## src/rtl/pwr_sup_pkg.sv

```systemverilog
package pwr_sup_pkg;
    typedef enum logic [1:0] {
        ST_HOLD  = 2'd0,
        ST_COUNT = 2'd1,
        ST_RUN   = 2'd2
    } sup_state_e;
endpackage

```

## src/rtl/pwr_sync.sv

```systemverilog
module pwr_sync #(
    parameter int W      = 2,
    parameter int STAGES = 2
) (
    input  logic         clk_i,
    input  logic         arst_ni,
    input  logic [W-1:0] d_i,
    output logic [W-1:0] q_o
);
    logic [W-1:0] stg_q [STAGES];

    always_ff @(posedge clk_i or negedge arst_ni) begin
        if (!arst_ni) stg_q[0] <= '0;
        else          stg_q[0] <= d_i;
    end

    for (genvar g = 1; g < STAGES; g++) begin : g_stage
        always_ff @(posedge clk_i or negedge arst_ni) begin
            if (!arst_ni) stg_q[g] <= '0;
            else          stg_q[g] <= stg_q[g-1];
        end
    end

    assign q_o = stg_q[STAGES-1];
endmodule

```

## src/rtl/pwr_rst_fsm.sv

```systemverilog
module pwr_rst_fsm
    import pwr_sup_pkg::*;
#(
    parameter int STAB_CYCLES = 65536
) (
    input  logic clk_i,
    input  logic arst_ni,
    input  logic low_s_i,
    output logic rst_o
);
    localparam int CW = (STAB_CYCLES > 1) ? $clog2(STAB_CYCLES) : 1;
    localparam logic [CW-1:0] LAST = CW'(STAB_CYCLES - 1);

    sup_state_e      state_q, state_n;
    logic [CW-1:0]   cnt_q, cnt_n;

    always_comb begin
        state_n = state_q;
        unique case (state_q)
            ST_HOLD:  if (!low_s_i) state_n = ST_COUNT;
            ST_COUNT: begin
                if (low_s_i)            state_n = ST_HOLD;
                else if (cnt_q == LAST) state_n = ST_RUN;
            end
            ST_RUN:   if (low_s_i) state_n = ST_HOLD;
            default:  state_n = ST_HOLD;
        endcase
        cnt_n = (state_q == ST_COUNT && !low_s_i) ? cnt_q + 1'b1 : '0;
    end

    always_ff @(posedge clk_i or negedge arst_ni) begin
        if (!arst_ni) begin
            state_q <= ST_HOLD;
            cnt_q   <= '0;
        end else begin
            state_q <= state_n;
            cnt_q   <= cnt_n;
        end
    end

    always_comb begin
        unique case (state_q)
            ST_RUN:  rst_o = 1'b0;
            default: rst_o = 1'b1;
        endcase
    end


    low_hold_chk: assert property (@(posedge clk_i) disable iff (!arst_ni)
        low_s_i |=> rst_o);

    release_count_chk: assert property (@(posedge clk_i) disable iff (!arst_ni)
        $fell(rst_o) |-> ($past(cnt_q) == LAST));

    restart_clear_chk: assert property (@(posedge clk_i) disable iff (!arst_ni)
        low_s_i |=> (cnt_q == '0));
endmodule

```

## src/rtl/pwr_warn_flag.sv

```systemverilog
module pwr_warn_flag (
    input  logic clk_i,
    input  logic arst_ni,
    input  logic warn_s_i,
    input  logic en_i,
    input  logic clr_i,
    input  logic ack_i,
    output logic flag_o,
    output logic irq_o
);
    logic warn_d_q, flag_q, pend_q, warn_rise;

    assign warn_rise = warn_s_i & ~warn_d_q;

    always_ff @(posedge clk_i or negedge arst_ni) begin
        if (!arst_ni) begin
            warn_d_q <= 1'b0;
            flag_q   <= 1'b0;
            pend_q   <= 1'b0;
        end else begin
            warn_d_q <= warn_s_i;
            if (warn_s_i)   flag_q <= 1'b1;
            else if (clr_i) flag_q <= 1'b0;
            if (warn_rise && en_i)   pend_q <= 1'b1;
            else if (ack_i || !en_i) pend_q <= 1'b0;
        end
    end

    assign flag_o = flag_q;
    assign irq_o  = pend_q;


    flag_set_chk: assert property (@(posedge clk_i) disable iff (!arst_ni)
        warn_s_i |=> flag_o);

    flag_sticky_chk: assert property (@(posedge clk_i) disable iff (!arst_ni)
        (flag_o && !clr_i) |=> flag_o);

    irq_needs_en_chk: assert property (@(posedge clk_i) disable iff (!arst_ni)
        $rose(irq_o) |-> $past(en_i));

    irq_drop_chk: assert property (@(posedge clk_i) disable iff (!arst_ni)
        (irq_o && (!en_i || (ack_i && !warn_s_i))) |=> !irq_o);
endmodule

```

## src/rtl/pwr_supervisor.sv

```systemverilog
module pwr_supervisor #(
    parameter int          STAB_CYCLES = 65536,
    parameter int          SYNC_STAGES = 2,
    parameter int          VEC_W       = 16,
    parameter logic [15:0] VEC_ADDR    = 16'h0033
) (
    input  logic             clk_i,
    input  logic             arst_ni,
    input  logic             below_rst_i,
    input  logic             below_warn_i,
    input  logic             irq_en_i,
    input  logic             flag_clr_i,
    input  logic             irq_ack_i,
    output logic             sys_rst_o,
    output logic             pf_irq_o,
    output logic             pf_flag_o,
    output logic [VEC_W-1:0] irq_vec_o
);
    logic [1:0] cmp_s;

    pwr_sync #(.W(2), .STAGES(SYNC_STAGES)) u_sync (
        .clk_i   (clk_i),
        .arst_ni (arst_ni),
        .d_i     ({below_warn_i, below_rst_i}),
        .q_o     (cmp_s)
    );

    pwr_rst_fsm #(.STAB_CYCLES(STAB_CYCLES)) u_fsm (
        .clk_i   (clk_i),
        .arst_ni (arst_ni),
        .low_s_i (cmp_s[0]),
        .rst_o   (sys_rst_o)
    );

    pwr_warn_flag u_warn (
        .clk_i    (clk_i),
        .arst_ni  (arst_ni),
        .warn_s_i (cmp_s[1]),
        .en_i     (irq_en_i),
        .clr_i    (flag_clr_i),
        .ack_i    (irq_ack_i),
        .flag_o   (pf_flag_o),
        .irq_o    (pf_irq_o)
    );

    assign irq_vec_o = VEC_W'(VEC_ADDR);


    vec_fixed_chk: assert property (@(posedge clk_i) disable iff (!arst_ni)
        $stable(irq_vec_o));
endmodule

```

## config.mk

```make
export PLATFORM = sky130hd
export DESIGN_NAME = pwr_supervisor
export DESIGN_NICKNAME = d
export VERILOG_FILES = /design/src/rtl/pwr_sup_pkg.sv /design/src/rtl/pwr_sync.sv /design/src/rtl/pwr_rst_fsm.sv /design/src/rtl/pwr_warn_flag.sv /design/src/rtl/pwr_supervisor.sv
export SDC_FILE = /design/constraint.sdc
export NUM_CORES = 1
export LEC_CHECK = 0
export BUFFER_PORTS_ARGS = -buffer_cell sky130_fd_sc_hd__buf_2
export CORE_AREA = 2 2 54 56
export DETAILED_ROUTE_END_ITERATION = 6
export DIE_AREA = 0 0 56 58
export PLACE_DENSITY = 0.68
export SYNTH_ARGS = -nofsm -noshare
export SYNTH_HDL_FRONTEND = slang
export SYNTH_HIERARCHICAL = 1
export SYNTH_SLANG_ARGS = --single-unit
```

## constraint.sdc

```tcl
create_clock -name clk_i -period 2.78 [get_ports clk_i]
set_input_delay 0.278 -clock clk_i [delete_from_list [all_inputs] [get_ports clk_i]]
set_output_delay 0.278 -clock clk_i [all_outputs]
set_load 0.03 [all_outputs]
```

==> results.json, run 1 <==
{
  "outcome": "finished clean",
  "finClkSkew_ns": 0.001542,
  "min_period_over_period": 0.6984,
  "rsz0062_at_grt": "no",
  "initial_utilization": 0.4478,
  "synth.distinct_cells": 27,
  "clock_path_buffers": 2,
  "antenna_cells": 0,
  "gp_congestion": 0.7432,
  "cp_data_arrival_time_ns": 2.17,
  "register_area_sq_um": 625.6,
  "worstRegToRegCells": 5,
  "power.density_nw_per_um2": 473.7,
  "synth_fa_ha_area_frac": 0.01049,
  "place_hpwl_mm": 1.159,
  "die_h_microns": 58,
  "grt_pass1_wl_mm": 2.925,
  "multi_input_area_sq_um": 457.9,
  "ant_nets": 0,
  "cts_hold_buf": 1,
  "final_util": 0.4605,
  "ys.flop_type": "dfrtp_1",
  "overflow": 0,
  "cts_tree": "yes",
  "synth-simple-area-share": 0.1868,
  "avgSynthCellArea_sq_um": 10.19,
  "fin_tns_setup_ns": 0,
  "finalPower_uw": 580.9,
  "endpoint_kind": "flip-flop",
  "dr_total_vias": 747,
  "wire_per_inst_microns": 10.29,
  "slew_headroom": 0.4813,
  "synth_edf_count": 0,
  "cts_sinks": 25,
  "p_leak_nw": 0.5216,
  "yosysWarnings": 6,
  "ir_worst_vdd_mv": 0.3174,
  "setup_violations": 0,
  "nFillCells": 263,
  "numPortBuffers": 9,
  "std_cell_rows": 19,
  "cts_resized": 0,
  "worst_setup_path_start_kind": "flip-flop",
  "synth_cells": 117,
  "cts_setup_buffers": 0,
  "synth_common_cells": "dfrtp_1, buf_4, nor2_1",
  "crit_type": "reg2reg",
  "drive_gt1_frac": 0.1349,
  "synth.top_cells.by_area": "dfrtp_1, buf_4, xnor2_1, nor2_1, a21oi_1",
  "yosysMostFrequentCell": "dfrtp_1",
  "crit_required_ns": 3.01,
  "dpl.cell_count": 152,
  "vias_per_cell": 4.758,
  "cts_made_buffers": 3,
  "hold_viol": 0,
  "worstSkewPairLatency_ns": 0.31,
  "boundaryPins": 26,
  "dieArea_sq_um": 3248,
  "routed_wl_mm": 1.615,
  "final_nets": 135,
  "synth_async_sr_flop_share": 1.000,
  "tightest_slew_ns": 0.7709,
  "drt_iter0_drc": 11,
  "hp-class": "in2reg",
  "synth_compound_area_frac": 0.06296,
  "remaining_drc_errors": 0,
  "first_pass_iters": 4,
  "die_w_microns": 56,
  "yosysTopAreaCell": "dfrtp_1",
  "min_period_ns": 1.942,
  "htreeDepth": 1,
  "synthXorXnorAreaFrac": 0.07345,
  "grt_usage": 0.1170,
  "core_sq_um": 2663,
  "antenna_found_initial": 0,
  "yosysSeqAreaShare": 0.5247,
  "synth_mux_area_frac": 0,
  "netlist_area_sq_um": 1192,
  "min_delay_path_depth": 1,
  "finalMaxSlewViolations": 0,
  "max_freq_mhz": 515.0,
  "cp_max_fo": 5,
  "cts.clk_slew.worst_paths_ns": 0.12,
  "grt_pass1_vias": 716,
  "grt_max_degree": 26,
  "synth_top_area_frac": 0.5247,
  "ys_ff_latch": 25,
  "synth_top_family_by_area": "simple AND/OR/NAND/NOR gates",
  "finalNonFillerCells": 157,
  "maxCapViolCount": 0,
  "root_buffer": "clkbuf_4",
  "area.growth.synth_to_final_pct": 2.833
}
-- routing by layer --
layer  global-route usage  part of all wire  vias up
met4              0.07483             0.029        0
met3              0.02679             0.041        5
met5                    0                 0        -
li1                     -                 -      369
met2               0.1933              0.48       18
met1               0.1385              0.45      355
-- state kept, by name, summed over array words and instances (netlist names) --
name             cells
u_warn/flag_o        1
u_sync/stg_q         2
u_fsm/cnt_q         16
u_fsm/state_q        2
u_sync/q_o           2
u_warn/warn_d_q      1
u_warn/irq_o         1
-- cells in the final DEF (no fill, tap or decap), types with 2 or more instances in the layout --
master,instances
nand4_1,2
dfrtp_1,25
buf_2,9
nor4_1,2
nand3_1,5
conb_1,16
a21oi_1,5
nand2b_1,3
clkbuf_4,3
inv_1,6
xnor2_1,8
o21ai_0,3
nand2_1,5
nor3_1,4
or3_1,2
xor2_1,2
nor2_1,14
-- power breakdown --
| group | switching (mW) | leakage (nW) | internal (mW) | total [mW] |
|---|---|---|---|---|
| clock | 0.0953 | 0.0150 | 0.0561 | 0.151 |
| sequential | 0.00394 | 0.331 | 0.371 | 0.375 |
| combinational | 0.0458 | 0.176 | 0.00883 | 0.0547 |
| total | 0.145 | 0.522 | 0.436 | 0.581 |
-- final timing paths --
path	to	start	slack, ns
max reg2reg	u_fsm/cnt_q[14]	u_fsm/cnt_q[0]	0.84
min	u_sync/stg_q[3]	below_warn_i	0.06
min reg2reg	u_sync/q_o[0]	u_sync/stg_q[2]	0.36
min in group asynchronous	u_fsm/cnt_q[11]	arst_ni	0.48
max	u_fsm/cnt_q[14]	u_fsm/cnt_q[0]	0.84
max in group asynchronous	u_fsm/cnt_q[7]	arst_ni	1.95
-- area by class of cell --
type / instances / area share
flip-flops and latches: 25 / 0.5102
multi-input cells: 81 / 0.3735
repair buffers: 10 / 0.04490
well taps: 31 / 0.03163
clock buffers: 4 / 0.02143
inverters: 6 / 0.01837
-- worst max-delay path, stage by stage (launching register included) --
cell,delay [ns]
dfrtp_1,0.41
ha_1,0.22
nand2_1,0.14
nor4_1,0.71
nand4_1,0.19
a21oi_1,0.20
-- stage by stage --
| step | setup WS, ns | hold slack [ns] | cell area [sq um] |
|---|---|---|---|
| 2_1_floorplan | 1.118 | -0.01759 | 1245 |
| 3_3_place_gp | 0.9886 | 0.2848 | 1190 |
| 3_5_place_dp | 0.8531 | 0.2872 | 1190 |
| 4_1_cts | 0.8321 | 0.05521 | 1226 |
| 5_1_grt | 0.6239 | 0.03868 | 1226 |
| 6_report | 0.8383 | 0.06366 | 1226 |
-- logic make-up (layout without fill, tap and decap cells) --
logic type,Yosys count,count (layout)
AND/OR/NAND/NOR,42,42
flip-flops,25,25
buffers and inverters,25,20
AO/OA/AOI/OAI,12,12
XOR/XNOR,10,10
other,2,16
adder cells (fa/ha/maj),1,1
(Power assumes the default switching activity.)
==> run 2: changes to the inputs <==
--- a/config.mk
+++ b/config.mk
@@ -9,7 +9,7 @@
 export CORE_AREA = 2 2 54 56
 export DETAILED_ROUTE_END_ITERATION = 6
 export DIE_AREA = 0 0 56 58
-export PLACE_DENSITY = 0.68
+export PLACE_DENSITY = 0.71
 export SYNTH_ARGS = -nofsm -noshare
 export SYNTH_HDL_FRONTEND = slang
 export SYNTH_HIERARCHICAL = 1
==> constraint.sdc (replaced) <==
create_clock -name clk_i -period 1.75 [get_ports clk_i]
set_input_delay 0.175 -clock clk_i [delete_from_list [all_inputs] [get_ports clk_i]]
set_output_delay 0.175 -clock clk_i [all_outputs]
set_load 0.03 [all_outputs]
==> results.json, run 2 (synthesis results as in run 1) <==
{
  "outcome": "finished clean",
  "grt_usage": 0.1221,
  "first_pass_iters": 4,
  "antenna_found_initial": 0,
  "die_h_microns": 58,
  "grt_max_degree": 26,
  "rr_startpoint": "u_fsm/cnt_q[6]",
  "rsz0062_at_grt": "no",
  "ant_nets": 0,
  "place_hpwl_mm": 1.324,
  "vias_per_cell": 4.855,
  "cp_data_arrival_time_ns": 1.90,
  "remaining_drc_errors": 0,
  "largest_reg_flops": 16,
  "layout_common_cells": "dfrtp_1, conb_1, nor2_1",
  "antenna_cells": 0,
  "cts_made_buffers": 3,
  "numPortBuffers": 9,
  "dr_total_vias": 801,
  "maxCapViolCount": 0,
  "endpoint_kind": "flip-flop",
  "stdcell_area_sq_um": 1300,
  "hp-class": "in2reg",
  "dieArea_sq_um": 3248,
  "finalPower_uw": 932.7,
  "hold_viol": 0,
  "ff2ff_setup_slack_ns": 0.08,
  "setup_violations": 0,
  "fin_tns_setup_ns": 0,
  "final_util": 0.4883,
  "core_sq_um": 2663,
  "worst_setup_path_start_kind": "flip-flop",
  "finalMaxSlewViolations": 0,
  "place_area_sq_um": 1220,
  "finClkSkew_ns": 0.005495,
  "htreeDepth": 1,
  "die_w_microns": 56,
  "crit_required_ns": 1.98,
  "std_cell_rows": 19,
  "area.growth.synth_to_final_pct": 9.024,
  "grt_pass1_vias": 741,
  "worstRegToRegCells": 4,
  "wire_per_inst_microns": 11.07,
  "clock_path_buffers": 2,
  "final_nets": 143,
  "gp_congestion": 0.6540,
  "hold_start": "irq_en_i",
  "min_delay_path_depth": 2,
  "tightest_slew_ns": 0.5444,
  "p_leak_nw": 0.5599,
  "max_freq_mhz": 597.7,
  "drive_gt1_frac": 0.1940,
  "boundaryPins": 26,
  "cp_max_fo": 5,
  "regMostFlops": "u_fsm/cnt_q",
  "root_buffer": "clkbuf_4",
  "hold_end": "u_warn/irq_o",
  "worstSkewPairLatency_ns": 0.31,
  "min_period_over_period": 0.9560,
  "grt_pass1_wl_mm": 3.063,
  "routed_wl_mm": 1.826,
  "drt_iter0_drc": 11,
  "ir_worst_vdd_mv": 0.3868,
  "slew_headroom": 0.6371,
  "whs_ns": 0.09891,
  "cts_sinks": 25,
  "crit_type": "reg2reg",
  "min_period_ns": 1.673,
  "cts.clk_slew.worst_paths_ns": 0.13,
  "cts_tree": "yes",
  "overflow": 0,
  "reg2reg_to": "u_fsm/cnt_q[13]",
  "power.density_nw_per_um2": 717.5,
  "initial_utilization": 0.4478,
  "layout_commonest_cell": "dfrtp_1"
}
run 2: area by class of cell:
cell class	count	area, sq um
Clock buffer	3	22.52
Clock inverter	1	5.005
Fill cell	268	1363
Inverter	6	22.52
Multi-Input combinational cell	81	464.2
Sequential cell	25	626.9
Tap cell	31	38.79
Timing Repair Buffer	18	120.1
run 2: what timing repair did:
| item | CTS | global route |
|---|---|---|
| endpoints found under the setup margin | 0 | 2 |
| setup buffers | 0 | 2 |
| hold buffers | 3 | 0 |
| hold endpoints to repair | 27 | 0 |
| resized for setup | 0 | 2 |
run 2: critical path: stages (launching register included):
cell     delay, ns
dfrtp_1       0.41
nand4_1       0.14
or4_4         0.55
or3_1         0.33
a21oi_1       0.17
run 2: how the worst max path moves through the flow:
stage | from | endpoint | slack, ns | cells after the start
floorplan | u_fsm/cnt_q[0] | u_fsm/cnt_q[14] | 0.09 | 5
global placement | u_fsm/cnt_q[6] | u_fsm/cnt_q[15] | 0.14 | 4
detailed placement | u_fsm/cnt_q[6] | u_fsm/cnt_q[15] | 0.08 | 4
CTS | u_fsm/cnt_q[6] | u_fsm/cnt_q[15] | 0.05 | 4
global route | u_fsm/cnt_q[4] | u_fsm/cnt_q[15] | 0.006 | 4
finish | u_fsm/cnt_q[6] | u_fsm/cnt_q[13] | 0.08 | 4
run 2: layer usage:
metal  global-route usage  part of all wire  routed length [microns]  vias to the layer above
li1                     -                 -                        -                      383
met5                    0                 0                        0                        -
met2               0.1933              0.48                      878                       20
met1               0.1553              0.45                      829                      394
met3              0.02009             0.039                       71                        4
met4              0.08163             0.026                       48                        0
run 2: power breakdown:
group          internal [mW]  switching, mW  total, mW
Combinational         0.0169         0.0737     0.0906
Clock                 0.0854          0.161      0.246
Sequential             0.589        0.00659      0.596
Total                  0.692          0.241      0.933
run 2: metrics by stage:
stage               cells  setup slack [ns]
floorplan             131           0.08848
global placement      156            0.1371
detailed placement    156           0.07867
global route          165          0.005714
finish                165           0.07697
CTS                   163           0.05053
==> run 3: changes to the inputs <==
--- a/config.mk
+++ b/config.mk
@@ -10,6 +10,7 @@
 export DETAILED_ROUTE_END_ITERATION = 6
 export DIE_AREA = 0 0 56 58
 export PLACE_DENSITY = 0.71
+export RECOVER_POWER = 100
 export SYNTH_ARGS = -nofsm -noshare
 export SYNTH_HDL_FRONTEND = slang
 export SYNTH_HIERARCHICAL = 1
==> results.json, run 3 (synthesis results as in run 1) <==
{
  "outcome": "finished clean",
  "nFillCells": 269,
  "grt_usage": 0.1221,
  "cts_made_buffers": 3,
  "layout_common_cells": "dfrtp_1, conb_1, nor2_1",
  "worst_setup_path_start_kind": "flip-flop",
  "die_h_microns": 58,
  "root_buffer": "clkbuf_4",
  "boundaryPins": 26,
  "min_period_over_period": 0.9558,
  "gp_congestion": 0.6540,
  "tightest_slew_ns": 0.5412,
  "first_pass_iters": 4,
  "std_cell_rows": 19,
  "ant_nets": 0,
  "cts_tree": "yes",
  "startpoint": "u_fsm/cnt_q[6]",
  "cts.clk_slew.worst_paths_ns": 0.13,
  "power.density_nw_per_um2": 722.1,
  "final_nets": 143,
  "place_hpwl_mm": 1.324,
  "cts_sinks": 25,
  "htreeDepth": 1,
  "vias_per_cell": 4.842,
  "antenna_cells": 0,
  "antenna_found_initial": 0,
  "core_sq_um": 2663,
  "hold_start": "irq_en_i",
  "area.growth.synth_to_final_pct": 8.080,
  "grt_pass1_wl_mm": 3.063,
  "worstSkewPairLatency_ns": 0.31,
  "overflow": 0,
  "clock_path_buffers": 2,
  "crit_required_ns": 1.98,
  "p_leak_nw": 0.5489,
  "drt_iter0_drc": 9,
  "slew_headroom": 0.6392,
  "hold_viol": 0,
  "endpoint_kind": "flip-flop",
  "min_period_ns": 1.673,
  "layout_commonest_cell": "dfrtp_1",
  "finalMaxSlewViolations": 0,
  "wire_per_inst_microns": 10.99,
  "drive_gt1_frac": 0.1567,
  "finClkSkew_ns": 0.005337,
  "crit_type": "reg2reg",
  "place_area_sq_um": 1220,
  "die_w_microns": 56,
  "stdcell_area_sq_um": 1289,
  "remaining_drc_errors": 0,
  "setup_violations": 0,
  "grt_pass1_vias": 741,
  "dr_total_vias": 799,
  "maxCapViolCount": 0,
  "numPortBuffers": 9,
  "regMostFlops": "u_fsm/cnt_q",
  "grt_max_degree": 26,
  "routed_wl_mm": 1.813,
  "initial_utilization": 0.4478,
  "largest_reg_flops": 16,
  "cp_max_fo": 5,
  "dieArea_sq_um": 3248,
  "rsz0062_at_grt": "no",
  "fin_tns_setup_ns": 0,
  "max_freq_mhz": 597.9,
  "rr_startpoint": "u_fsm/cnt_q[6]",
  "cp_data_arrival_time_ns": 1.90,
  "hp-class": "in2reg",
  "ir_worst_vdd_mv": 0.3878
}
[run 3: cell types whose count changed in the layout (fill, tap and decap cells not counted)]
cell	change
clkbuf_1	+4
buf_2	-3
a21boi_0	+1
a21boi_2	-1
buf_4	-1
[run 3: per-layer routing]
layer  vias to the layer above  share of wire  GRT usage
met5                         -              0          0
met1                       395           0.45     0.1553
met3                         4          0.036    0.02009
met4                         0          0.025    0.08163
met2                        16           0.48     0.1933
li1                        384              -          -
[run 3: worst paths after layout]
| kind | cells after the start | slack, ns | endpoint |
|---|---|---|---|
| max in group asynchronous | 2 | 1.00 | u_fsm/cnt_q[3] |
| worst min register to register | 0 | 0.36 | u_sync/q_o[1] |
| min in group asynchronous | 2 | 0.36 | u_fsm/cnt_q[6] |
| worst min-delay path | 2 | 0.10 | u_warn/irq_o |
| worst max-delay path | 4 | 0.08 | u_fsm/cnt_q[13] |
| worst max register to register | 4 | 0.08 | u_fsm/cnt_q[13] |
[run 3: cell type report]
cell class,instances,area (sq um),area share
clock buffer,3,22.52,0.01748
inverter,6,22.52,0.01748
multi-input combinational,81,460.4,0.3573
clock inverter,1,5.005,0.003883
timing repair buffer,18,112.6,0.08738
sequential,25,626.9,0.4864
tap,31,38.79,0.03010
[run 3: stage by stage]
step	hold slack, ns	power (mW)	cells	setup slack (ns)	util
6_report	0.1014	0.9306	165	0.07734	0.4840
5_1_grt	0.09681	0.9802	165	0.01142	0.4840
4_1_cts	0.08930	0.9510	163	0.05053	0.4798
3_5_place_dp	0.1963	0.6944	156	0.07867	0.4582
3_3_place_gp	0.1908	0.6919	156	0.1371	0.4582
2_1_floorplan	-0.1206	0.7006	131	0.08848	-
[run 3: repair_timing]
action	4_1_cts	5_1_grt
endpoints found under the setup margin	0	2
hold buffers	3	0
hold endpoints to repair	27	0
buffers inserted	0	2
resized for setup	0	2
[run 3: worst max-delay path, stage by stage, from the launching register on]
cell and delay (ns):
dfrtp_1 0.41, nand4_1 0.14, or4_4 0.55, or3_1 0.33, a21oi_1 0.17
[run 3: where the power goes]
group / switching [mW] / internal, mW
Clock: 0.160 / 0.0854
Combinational: 0.0732 / 0.0155
Sequential: 0.00664 / 0.589
Total: 0.240 / 0.690
